<file path="config.mk">
export PLATFORM = sky130hd
export DESIGN_NAME = pswallow_divider
export DESIGN_NICKNAME = d
export VERILOG_FILES = /design/src/rtl/pswallow_pkg.sv /design/src/rtl/pswallow_stage.sv /design/src/rtl/pswallow_timing.sv /design/src/rtl/pswallow_retime.sv /design/src/rtl/pswallow_divider.sv
export SDC_FILE = /design/constraint.sdc
export NUM_CORES = 1
export LEC_CHECK = 0
export BUFFER_PORTS_ARGS = -buffer_cell sky130_fd_sc_hd__buf_2
export CAP_MARGIN = 10
export CORE_ASPECT_RATIO = 1.2
export CORE_MARGIN = 3
export CORE_UTILIZATION = 55
export CTS_CLUSTER_DIAMETER = 100
export DETAILED_ROUTE_END_ITERATION = 10
export PLACE_DENSITY = 0.73
export SLEW_MARGIN = 25
export SYNTH_ARGS = -nofsm -noshare
export SYNTH_HDL_FRONTEND = slang
export SYNTH_SLANG_ARGS = --single-unit
</file>
<file path="constraint.sdc">
create_clock -name clk_i -period 4.7 [get_ports clk_i]
set_clock_uncertainty 0.05 [all_clocks]
set_input_delay 0.94 -clock clk_i [delete_from_list [all_inputs] [get_ports clk_i]]
set_output_delay 0.94 -clock clk_i [all_outputs]
set_load 0.01 [all_outputs]
</file>
<file path="src/rtl/pswallow_pkg.sv">
package pswallow_pkg;

   // Timing outputs carried together through the retiming pipeline.
   typedef struct packed {
      logic div;
      logic bias;
      logic dac;
   } pd_tim_t;

   localparam int unsigned PD_TIM_W = $bits(pd_tim_t);

endpackage

</file>
<file path="src/rtl/pswallow_stage.sv">
// One divide-by-two cell that can absorb a single input tick per output
// cycle. An armed cell consumes its first tick without toggling.
module pswallow_stage (
   input  logic clk_i,
   input  logic rst_ni,
   input  logic tick_i,
   input  logic load_i,
   input  logic swallow_i,
   output logic tick_o
);

   logic tog_q;
   logic pend_q;

   // A tick passes on when the cell wraps from its second half to its first.
   assign tick_o = tick_i & ~pend_q & tog_q;

   always_ff @(posedge clk_i or negedge rst_ni) begin
      if (!rst_ni) begin
         tog_q  <= 1'b0;
         pend_q <= 1'b0;
      end else begin
         if (tick_i) begin
            if (pend_q) pend_q <= 1'b0;
            else        tog_q  <= ~tog_q;
         end
         if (load_i) pend_q <= swallow_i;
      end
   end

endmodule

</file>
<file path="src/rtl/pswallow_timing.sv">
// Period phase tracking and raw (pre-retiming) timing windows.
module pswallow_timing
   import pswallow_pkg::*;
#(
   parameter int unsigned NSTG       = 7,
   parameter int unsigned DAC_W      = 8,
   parameter int unsigned BIAS_GAP   = 2,
   parameter int unsigned BIAS_SHIFT = 3
) (
   input  logic            clk_i,
   input  logic            rst_ni,
   input  logic            end_i,
   input  logic [NSTG-1:0] code_i,
   output pd_tim_t         raw_o
);

   localparam int unsigned PW = NSTG + 1;
   localparam logic [PW-1:0] BASE_M = PW'(1) << NSTG;
   localparam logic [PW-1:0] HALF_C = PW'(DAC_W / 2);
   localparam logic [PW:0]   GAP_E  = (PW + 1)'(BIAS_GAP);

   logic [PW-1:0] ph_q, m_q;
   logic          seen_q;
   pd_tim_t       raw_q;

   logic [PW-1:0] ph_n, m_n, rem_n, bwin_n;
   logic          seen_n;
   pd_tim_t       raw_n;

   always_comb begin
      ph_n   = end_i ? '0 : ph_q + PW'(1);
      m_n    = end_i ? {1'b1, code_i} : m_q;
      seen_n = seen_q | end_i;
      // Cycles left before the boundary that closes the period.
      rem_n  = m_n - ph_n - PW'(1);
      bwin_n = m_n >> BIAS_SHIFT;

      raw_n.div  = seen_n & (ph_n < (m_n >> 1));
      raw_n.dac  = (rem_n < HALF_C) | (seen_n & (ph_n < HALF_C));
      raw_n.bias = ({1'b0, rem_n} >= GAP_E) &&
                   ({1'b0, rem_n} < (GAP_E + {1'b0, bwin_n}));
   end

   always_ff @(posedge clk_i or negedge rst_ni) begin
      if (!rst_ni) begin
         ph_q   <= '0;
         m_q    <= BASE_M;
         seen_q <= 1'b0;
         raw_q  <= '0;
      end else begin
         ph_q   <= ph_n;
         m_q    <= m_n;
         seen_q <= seen_n;
         raw_q  <= raw_n;
      end
   end

   assign raw_o = raw_q;

endmodule

</file>
<file path="src/rtl/pswallow_retime.sv">
// Fixed-depth register chain giving every timing output the same latency.
module pswallow_retime #(
   parameter int unsigned W     = 1,
   parameter int unsigned DEPTH = 2
) (
   input  logic         clk_i,
   input  logic         rst_ni,
   input  logic [W-1:0] d_i,
   output logic [W-1:0] q_o
);

   if (DEPTH == 0) begin : g_pass
      assign q_o = d_i;
   end else begin : g_pipe
      logic [W-1:0] stg_q [DEPTH];

      always_ff @(posedge clk_i or negedge rst_ni) begin
         if (!rst_ni) begin
            for (int j = 0; j < DEPTH; j++) stg_q[j] <= '0;
         end else begin
            stg_q[0] <= d_i;
            for (int j = 1; j < DEPTH; j++) stg_q[j] <= stg_q[j-1];
         end
      end

      assign q_o = stg_q[DEPTH-1];
   end

endmodule

</file>
<file path="src/rtl/pswallow_divider.sv">
module pswallow_divider
   import pswallow_pkg::*;
#(
   parameter int unsigned NSTG       = 7,
   parameter int unsigned DAC_W      = 8,
   parameter int unsigned BIAS_GAP   = 2,
   parameter int unsigned BIAS_SHIFT = 3,
   parameter int unsigned RETIME     = 2
) (
   input  logic            clk_i,
   input  logic            rst_ni,
   input  logic [NSTG-1:0] mod_code_i,
   output logic            cyc_end_o,
   output logic            div_o,
   output logic            bias_en_o,
   output logic            dac_en_o
);

   localparam int unsigned MIN_M = 1 << NSTG;

   if (NSTG < 2 || NSTG > 12) begin : g_bad_nstg
      $error("NSTG must lie in 2..12");
   end
   if (DAC_W < 2 || (DAC_W % 2) != 0 || DAC_W / 2 > MIN_M / 4) begin : g_bad_dac
      $error("DAC_W must be even, at least 2, and at most a half-period");
   end
   if (BIAS_SHIFT < 1 || BIAS_GAP + ((2 * MIN_M) >> BIAS_SHIFT) >= MIN_M / 2) begin : g_bad_bias
      $error("bias window must fit in the low half of the shortest period");
   end

   logic    cyc_end;
   pd_tim_t raw_tim;
   pd_tim_t out_tim;

   for (genvar i = 0; i < NSTG; i++) begin : g_stg
      logic tin;
      logic tout;
      if (i == 0) begin : g_head
         assign tin = 1'b1;
      end else begin : g_link
         assign tin = g_stg[i-1].tout;
      end
      pswallow_stage u_stage (
         .clk_i     (clk_i),
         .rst_ni    (rst_ni),
         .tick_i    (tin),
         .load_i    (cyc_end),
         .swallow_i (mod_code_i[i]),
         .tick_o    (tout)
      );
   end

   assign cyc_end = g_stg[NSTG-1].tout;

   pswallow_timing #(
      .NSTG       (NSTG),
      .DAC_W      (DAC_W),
      .BIAS_GAP   (BIAS_GAP),
      .BIAS_SHIFT (BIAS_SHIFT)
   ) u_timing (
      .clk_i  (clk_i),
      .rst_ni (rst_ni),
      .end_i  (cyc_end),
      .code_i (mod_code_i),
      .raw_o  (raw_tim)
   );

   pswallow_retime #(
      .W     (PD_TIM_W),
      .DEPTH (RETIME)
   ) u_retime (
      .clk_i  (clk_i),
      .rst_ni (rst_ni),
      .d_i    (raw_tim),
      .q_o    (out_tim)
   );

   assign cyc_end_o = cyc_end;
   assign div_o     = out_tim.div;
   assign bias_en_o = out_tim.bias;
   assign dac_en_o  = out_tim.dac;

endmodule

</file>
Word level (Yosys, flattened, before mapping)
Cells that the tools add are included.
- bits in read-only memories: 0
- output and inout bits: 4
- memories kept: 0
- word-level logic and storage cells: 90
- latch bits: 0
- register bits after elaboration: 40
- memory bits (writable): 0
- input bits: 9
- add/subtract/negate cells: 4
- order comparisons: 5
- reduce and logical (&&, ||, !) cells: 13
- bitwise gates (word level): 31
- equality and inequality tests: 0
- shift operators: 0
- divide/modulo/power cells: 0
- multipliers: 0
- mux-type cells: 15
- operator list (kind ; count):
    less-than comparator 8 x 3 -> 1 bit (second input constant) ; 2
    2-to-1 mux 8 bit ; 2
    bitwise AND 1 bit ; 15
    inverter 1 bit ; 14
    2-to-1 mux 1 bit ; 13
    AND reduction 2 bit ; 6
    nonzero test 2 bit ; 6
    less-than comparator 8 x 9 -> 1 bit ; 1
    adder 8 x 1 -> 8 bit (second input constant) ; 1
    >= comparator 8 x 2 -> 1 bit (second input constant) ; 1
    less-than comparator 8 x 7 -> 1 bit ; 1
    subtractor 8 x 1 -> 8 bit (second input constant) ; 1
    subtractor 8 bit ; 1
    adder 2 x 5 -> 6 bit (first input constant) ; 1
    bitwise OR 1 bit ; 2
    logical AND 1 bit ; 1

Depth between registers and ports, before layout
Gate-level depths: netlist (run 1).
- depth after elaboration: 19
- depth in mapped cells: 17
- depth with buffers taken out: 16

By module
A second synthesis (run 1) with hierarchy kept.
- cells, all modules: 224
- area, all modules: 2407.3 sq um
- by module, submodules not included (module ; instances ; area an instance (sq um) ; cells an instance ; seq. area each (sq um)):
    pswallow_timing ; 1 ; 1486.4 ; 151 ; 501.7
    pswallow_stage ; 7 ; 106.4 ; 9 ; 50.0
    pswallow_retime ; 1 ; 172.7 ; 9 ; 150.1
    pswallow_divider ; 1 ; 3.8 ; 1 ; 0.0

Worst setup path before layout (run 1)
OpenSTA, ideal clock, no wires.
- path kind: register to register
- from: register g_stg[1].u_stage.pend_q
- to: register u_timing.raw_q (netlist bit u_timing.raw_o[1])
- cell stages (with the launch flop): 15
- clock period less this slack: 3815 ps
- setup time: 111 ps
- path buffers: 0
- setup slack: 885 ps
- required time: 4539 ps
- arrival time: 3653 ps
- cells stage by stage: dfrtp_1 nand4bb_4 nor3_1 nand3_1 a21o_1 ha_1 fa_1 maj3_1 mux2i_1 o21bai_2 xor2_2 ha_1 o21ai_0 nand2b_1 a2111oi_2
- RTL lines (element ; RTL line ; text):
    start: declaration ; pswallow_stage.sv:13 ; logic pend_q;
    start signal: assignment ; pswallow_stage.sv:27 ; if (load_i) pend_q <= swallow_i;
    end signal: assignment ; pswallow_timing.sv:54 ; raw_q <= raw_n;
    end: declaration ; pswallow_timing.sv:24 ; pd_tim_t raw_q;

==> results of run 1 <==
cells by family (layout without fill, tap and decap cells):
group	count (synthesis)	in the layout	share of synthesized area, %
adder cells (fa/ha/maj)	22	22	12.2
multiplexers	7	7	3.15
flip-flops	40	40	44.2
AND/OR/NAND/NOR	76	76	19.5
AO/OA/AOI/OAI	26	26	8.61
XOR/XNOR	22	22	8.83
buffers and inverters	20	38	3.53
placed cells by master (no fill, tap or decap), drive strengths merged, types with 2 or more instances in the layout:
cell type / instances
nand2b: 3
nor2: 16
ha: 18
mux2i: 6
dfrtp: 39
maj3: 3
a22o: 2
xnor2: 13
o21a: 2
nor3: 4
clkbuf: 6
buf: 13
or2: 7
nand2: 18
a21oi: 4
clkinv: 2
o21ai: 6
nor4: 3
nand4: 3
inv: 17
nand3b: 2
a21o: 4
nand4bb: 5
nand3: 9
xor2: 9
flip-flops by register name (all words and copies together), names as in the netlist:
| register | flops |
|---|---|
| g_stg.u_stage.pend_q | 7 |
| g_stg.u_stage.tog_q | 7 |
| u_retime.g_pipe.stg_q | 3 |
| u_retime.q_o | 3 |
| u_timing.m_q | 8 |
| u_timing.ph_q | 8 |
| u_timing.raw_o | 3 |
| u_timing.seen_q | 1 |
how the worst max path moves through the flow:
stage / endpoint / slack, ps / depth (start not counted)
after floorplan: u_timing.raw_o[1] / 890 / 14
after global placement: u_timing.raw_o[1] / 670 / 14
after detailed placement: u_timing.raw_o[1] / 530 / 14
after CTS: u_timing.raw_o[1] / 520 / 14
after global routing: u_timing.raw_o[1] / 210 / 16
final: u_timing.raw_o[1] / 530 / 14
power groups by stage:
stage	Combinational [mW]	Clock (mW)	Sequential [mW]
2_1_floorplan	0.00108	0	0.351
3_3_place_gp	0.0118	0	0.351
3_5_place_dp	0.0123	0	0.351
4_1_cts	0.0123	0.237	0.344
5_1_grt	0.0139	0.253	0.344
6_report	0.0118	0.234	0.344
per-stage QoR:
step	setup slack, ps	cells
6_report	526	283
4_1_cts	523	283
2_1_floorplan	885	213
3_3_place_gp	674	275
3_5_place_dp	525	275
5_1_grt	208	283
metal layers:
metal / vias to the layer above / track usage (%)
met5: - / 0
met4: 0 / 9.73
met3: 9 / 4.57
met2: 27 / 35.0
met1: 764 / 24.4
li1: 764 / -
critical path, delay by kind of cell, from the launching register on:
| kind | cells | cell delay (ps) |
|---|---|---|
| DFF | 1 | 400 |
| muxes | 1 | 220 |
| adders and majority gates | 4 | 1290 |
| AOI/OAI and AO/OA | 4 | 790 |
| and+or+nand+nor | 4 | 1160 |
| xor gates and xnor gates | 1 | 160 |
layout make-up:
class / count / area (sq um)
fillers: 324 / 1310
multi-input cells: 153 / 1180
flip-flops and latches: 40 / 1000
clock buffers: 6 / 82.6
repair buffers: 13 / 67.6
well taps: 52 / 65.1
inverters: 17 / 63.8
clock inverters: 2 / 10.0
==> results.toml, run 1 <==
[hold_path]
hold_depth = 0
holdCritStartpoint = "u_retime.g_pipe.stg_q[4]"
hold_end = "u_retime.q_o[1]"
holdCritPathClass = "flip-flop to flip-flop"

[routing]
wirelength_met1_um = 1780
detail-route-antenna-nets = 0
drt_iter0_markers = 102
dr_wl_met3_um = 157
vias_per_cell = 5.53
wl_per_cell_um = 15.6
drc = 0
drtPass1Iterations = 8
wl_um = 4400
dr.max_layer_used = "met4"
routed-via-count = 1564
wl_met2_um = 2350

[logic_synthesis]
yosys_register_bits = 40
synth_top_area_share_pct = 43.0
syn-cell-area_sq_mm = 0.00227
synth_top_cell_by_area = "dfrtp_1"
yosys.cell_count.top_type = "dfrtp_1"
synth_area_leaders = "dfrtp_1, ha_1, xnor2_1, xor2_1, nand2_1"
synth_nets = 241
ys_types = 50
synthCells = 213
synth-edff-count = 0
synth-seq-area-share_pct = 44.2
synth_commonest_cells = "dfrtp_1, ha_1, nand2_1"
syn_area_per_cell_sq_um = 10.6
synthFlopType = "dfrtp_1"
async_flop_share_pct = 100
yosysWarnings = 0

[clocking]
post_cts_buffers = 0
cts_resized = 0
cts_tree = "done"
htreeDepth = 2
clk_pin_slew_ps = 80
cts-root-buf = "clkbuf_8"
clock-sinks = 40
cts_hold_buf = 0
insertion_delay_ps = 290
cts_buffers = 5
cts_max_path_buffers = 2

[timing]
tightest_slew_ps = 859
fmax_ghz = 0.240
finalSetupTns_ps = 0
hold_violations = 0
relSlewSlack_pct = 42.7
hold_slack_ps = 305
period_share_pct = 88.8
fin_crit_ps = 4170
drv_slew = 0
rsz0062_at_grt = "no"
setup_violations = 0

[floorplan]
dieArea_sq_mm = 0.00493
coreArea_sq_mm = 0.00378
ios = 13
die_h_um = 76.3
start_util_pct = 59.9
fp.dieW_um = 64.6
rows = 24

[placement]
placed_area_sq_mm = 0.00238
hpwl_um = 3440
globalplace.congestion = 0.819
portBuffers = 12

[power]
powerDensity_mw_per_mm2 = 238
p_sw_uw = 125
totalPowerFinal_uw = 590
ir_worst_vdd_mv = 0.109
share_comb_of_total_power_pct = 2.0
seqPwrFrac_pct = 58.3
power.leakage_nw = 1.21
clkPwrFrac_pct = 39.7
switching_share_pct = 21.3
intPower_uw = 464

[critical_path]
cp-end-kind = "flip-flop"
slowest_delay_ps = 490
rrSetupSlack_ps = 530
crit_path_start = "g_stg[1].u_stage.pend_q"
path_cells = "nand4bb_4 -> nor3_1 -> nand3_1 -> a21o_1 -> ha_1 -> fa_1 -> maj3_1 -> mux2i_1 -> o21bai_2 -> xor2_2 -> ha_1 -> o21ai_0 -> nand2b_1 -> a2111oi_2"
start_kind = "flip-flop"
crit_type = "flip-flop to flip-flop"
regToRegStartpoint = "g_stg[1].u_stage.pend_q"
cp_max_fo = 6
crit_top_cell = "ha_1"
crit_path_top_delay_cell = "nor3_1"
crit_required_ps = 4840
cp.arrival_ps = 4310
r2r_cells = 14
r2r-end = "u_timing.raw_o[1]"

[finish]
antennaDiodeCount = 0
drive_gt1_share_pct = 16.0
syn2layout_area_growth_pct = 9.22
post-route-util_pct = 65.4
final_area_sq_mm = 0.00248
nNetsFinal = 258

[global_routing]
grt_usage_pct = 20.6
grt_first_pass_wirelength_um = 7940
grt_pass1_vias = 1767
antenna_found_initial = 0
overflow = 0
grt_max_degree = 41

[flow_run]
drv_cap = 0

[status]
outcome = "finished clean"
Power figures use the tool's default switching activity.
==> inputs of run 2 (changes only) <==
--- a/config.mk
+++ b/config.mk
@@ -8,7 +8,7 @@
 export BUFFER_PORTS_ARGS = -buffer_cell sky130_fd_sc_hd__buf_2
 export CAP_MARGIN = 10
 export CORE_ASPECT_RATIO = 1.2
-export CORE_MARGIN = 3
+export CORE_MARGIN = 2
 export CORE_UTILIZATION = 55
 export CTS_CLUSTER_DIAMETER = 100
 export DETAILED_ROUTE_END_ITERATION = 10
==> results.toml, run 2 (synthesis results as in run 1) <==
[status]
outcome = "finished clean"

[critical_path]
cp-end-kind = "flip-flop"
r2r_cells = 14
cp.arrival_ps = 4290
crit_family = "adder cells"
cp_max_fo = 6
crit_top_cell = "ha_1"
regToRegStartpoint = "g_stg[1].u_stage.pend_q"
start_kind = "flip-flop"
critPathBufInv = 0
path_cells = "nand4bb_4 -> nor3_1 -> nand3_1 -> a21o_1 -> ha_1 -> fa_1 -> maj3_1 -> mux2i_1 -> o21bai_2 -> xor2_2 -> ha_1 -> o21ai_0 -> nand2b_1 -> a2111oi_2"
r2r-end = "u_timing.raw_o[1]"
crit_required_ps = 4830
slowest_delay_ps = 490
crit_path_top_delay_cell = "nor3_1"
crit_type = "flip-flop to flip-flop"
rrSetupSlack_ps = 540

[finish]
nFillCells = 343
layout.cells.non_filler = 285
antennaDiodeCount = 0
layout_commonest_cell = "dfrtp_1"
reg.largest.list = "u_timing.m_q (8), u_timing.ph_q (8)"
layout_common_cells = "dfrtp_1, nand2_1, ha_1"
syn2layout_area_growth_pct = 11.2
nNetsFinal = 258
drive_gt1_share_pct = 16.0

[floorplan]
rows = 25
ios = 13
fp.dieW_um = 62.6
die_h_um = 74.3
start_util_pct = 57.5
dieArea_sq_mm = 0.00465
coreArea_sq_mm = 0.00394

[clocking]
cts_tree = "done"
post_cts_buffers = 0
cts_hold_buf = 0
cts_max_path_buffers = 2
htreeDepth = 2
clk_pin_slew_ps = 70
cts_buffers = 5
cts-root-buf = "clkbuf_8"
cts_resized = 0
insertion_delay_ps = 280
clock-sinks = 40

[power]
switching_share_pct = 18.7
power.leakage_nw = 1.22
clkPwrFrac_pct = 45.9
p_sw_uw = 123
share_comb_of_total_power_pct = 1.8
powerDensity_mw_per_mm2 = 261
seqPwrFrac_pct = 52.3
intPower_uw = 534
ir_worst_vdd_mv = 0.157

[global_routing]
grt_first_pass_wirelength_um = 6970
antenna_found_initial = 0
grt_pass1_vias = 1524
grt_usage_pct = 19.4
grt_max_degree = 41
overflow = 0

[timing]
fmax_ghz = 0.241
setup_ws_ps = 542
hold_violations = 0
drv_slew = 0
relSlewSlack_pct = 42.5
finalSetupTns_ps = 0
period_share_pct = 88.5
fin_crit_ps = 4160
setup_violations = 0
rsz0062_at_grt = "no"
tightest_slew_ps = 863

[hold_path]
hold_depth = 0
holdCritPathClass = "flip-flop to flip-flop"
hold_end = "u_retime.g_pipe.stg_q[3]"
holdCritStartpoint = "u_timing.raw_o[0]"

[routing]
drc = 0
dr.max_layer_used = "met4"
drtPass1Iterations = 4
wl_met2_um = 1990
wl_um = 3980
dr_wl_met3_um = 42
detail-route-antenna-nets = 0
drt_iter0_markers = 51
routed-via-count = 1503
wl_per_cell_um = 14.0
vias_per_cell = 5.27
wirelength_met1_um = 1890

[flow_run]
drv_cap = 0

[placement]
preCtsSetupSlack_ps = 505
portBuffers = 12
dp.cells = 277
globalplace.congestion = 0.793
hpwl_um = 3090
==> run 2: cell count changes in the layout (fill, tap and decap cells not counted), sizes merged <==
| cell | delta |
|---|---|
| clkinv | -2 |
| bufinv | +1 |
| clkbuf | +1 |
==> run 2: power by group through the flow <==
stage,registers [mW],logic (mW),clock network [mW]
2_1_floorplan,0.351,0.00108,0
3_3_place_gp,0.351,0.0123,0
3_5_place_dp,0.351,0.0122,0
4_1_cts,0.344,0.0123,0.305
5_1_grt,0.344,0.0141,0.319
6_report,0.344,0.0117,0.301
==> run 2: how the worst max path moves through the flow <==
stage                            startpoint                 to  slack (ps)  depth (start not counted)
floorplan           g_stg[1].u_stage.pend_q  u_timing.raw_o[1]         890                         14
detailed placement  g_stg[1].u_stage.pend_q  u_timing.raw_o[1]         510                         14
finish              g_stg[1].u_stage.pend_q  u_timing.raw_o[1]         540                         14
global route        g_stg[2].u_stage.pend_q  u_timing.raw_o[1]         250                         16
CTS                 g_stg[1].u_stage.pend_q  u_timing.raw_o[1]         510                         14
global placement    g_stg[1].u_stage.pend_q  u_timing.raw_o[1]         640                         14
==> run 2: through the flow <==
stage | power, mW | util [%] | cell area, sq um | hold slack [ps]
finish | 0.657 | 64.0 | 2520 | 304
global route | 0.677 | 64.0 | 2520 | 313
CTS | 0.662 | 64.0 | 2520 | 308
detailed placement | 0.363 | 60.8 | 2390 | 290
global placement | 0.363 | 60.8 | 2390 | 283
floorplan | 0.352 | - | 2270 | 281
==> run 2: area by class of cell <==
type                    count  area [sq um]  area share [%]
well taps                  54          67.6            2.68
multi-input cells         153          1190            47.3
clock buffers               7          96.3            3.82
repair buffers             13          67.6            2.68
flip-flops and latches     40          1000            39.8
clock inverters             1          30.0            1.19
inverters                  17          63.8            2.53
==> run 2: layer usage <==
metal,up-vias,track usage [%]
met1,721,23.9
li1,768,-
met4,0,8.64
met5,-,0
met3,4,2.27
met2,10,34.8
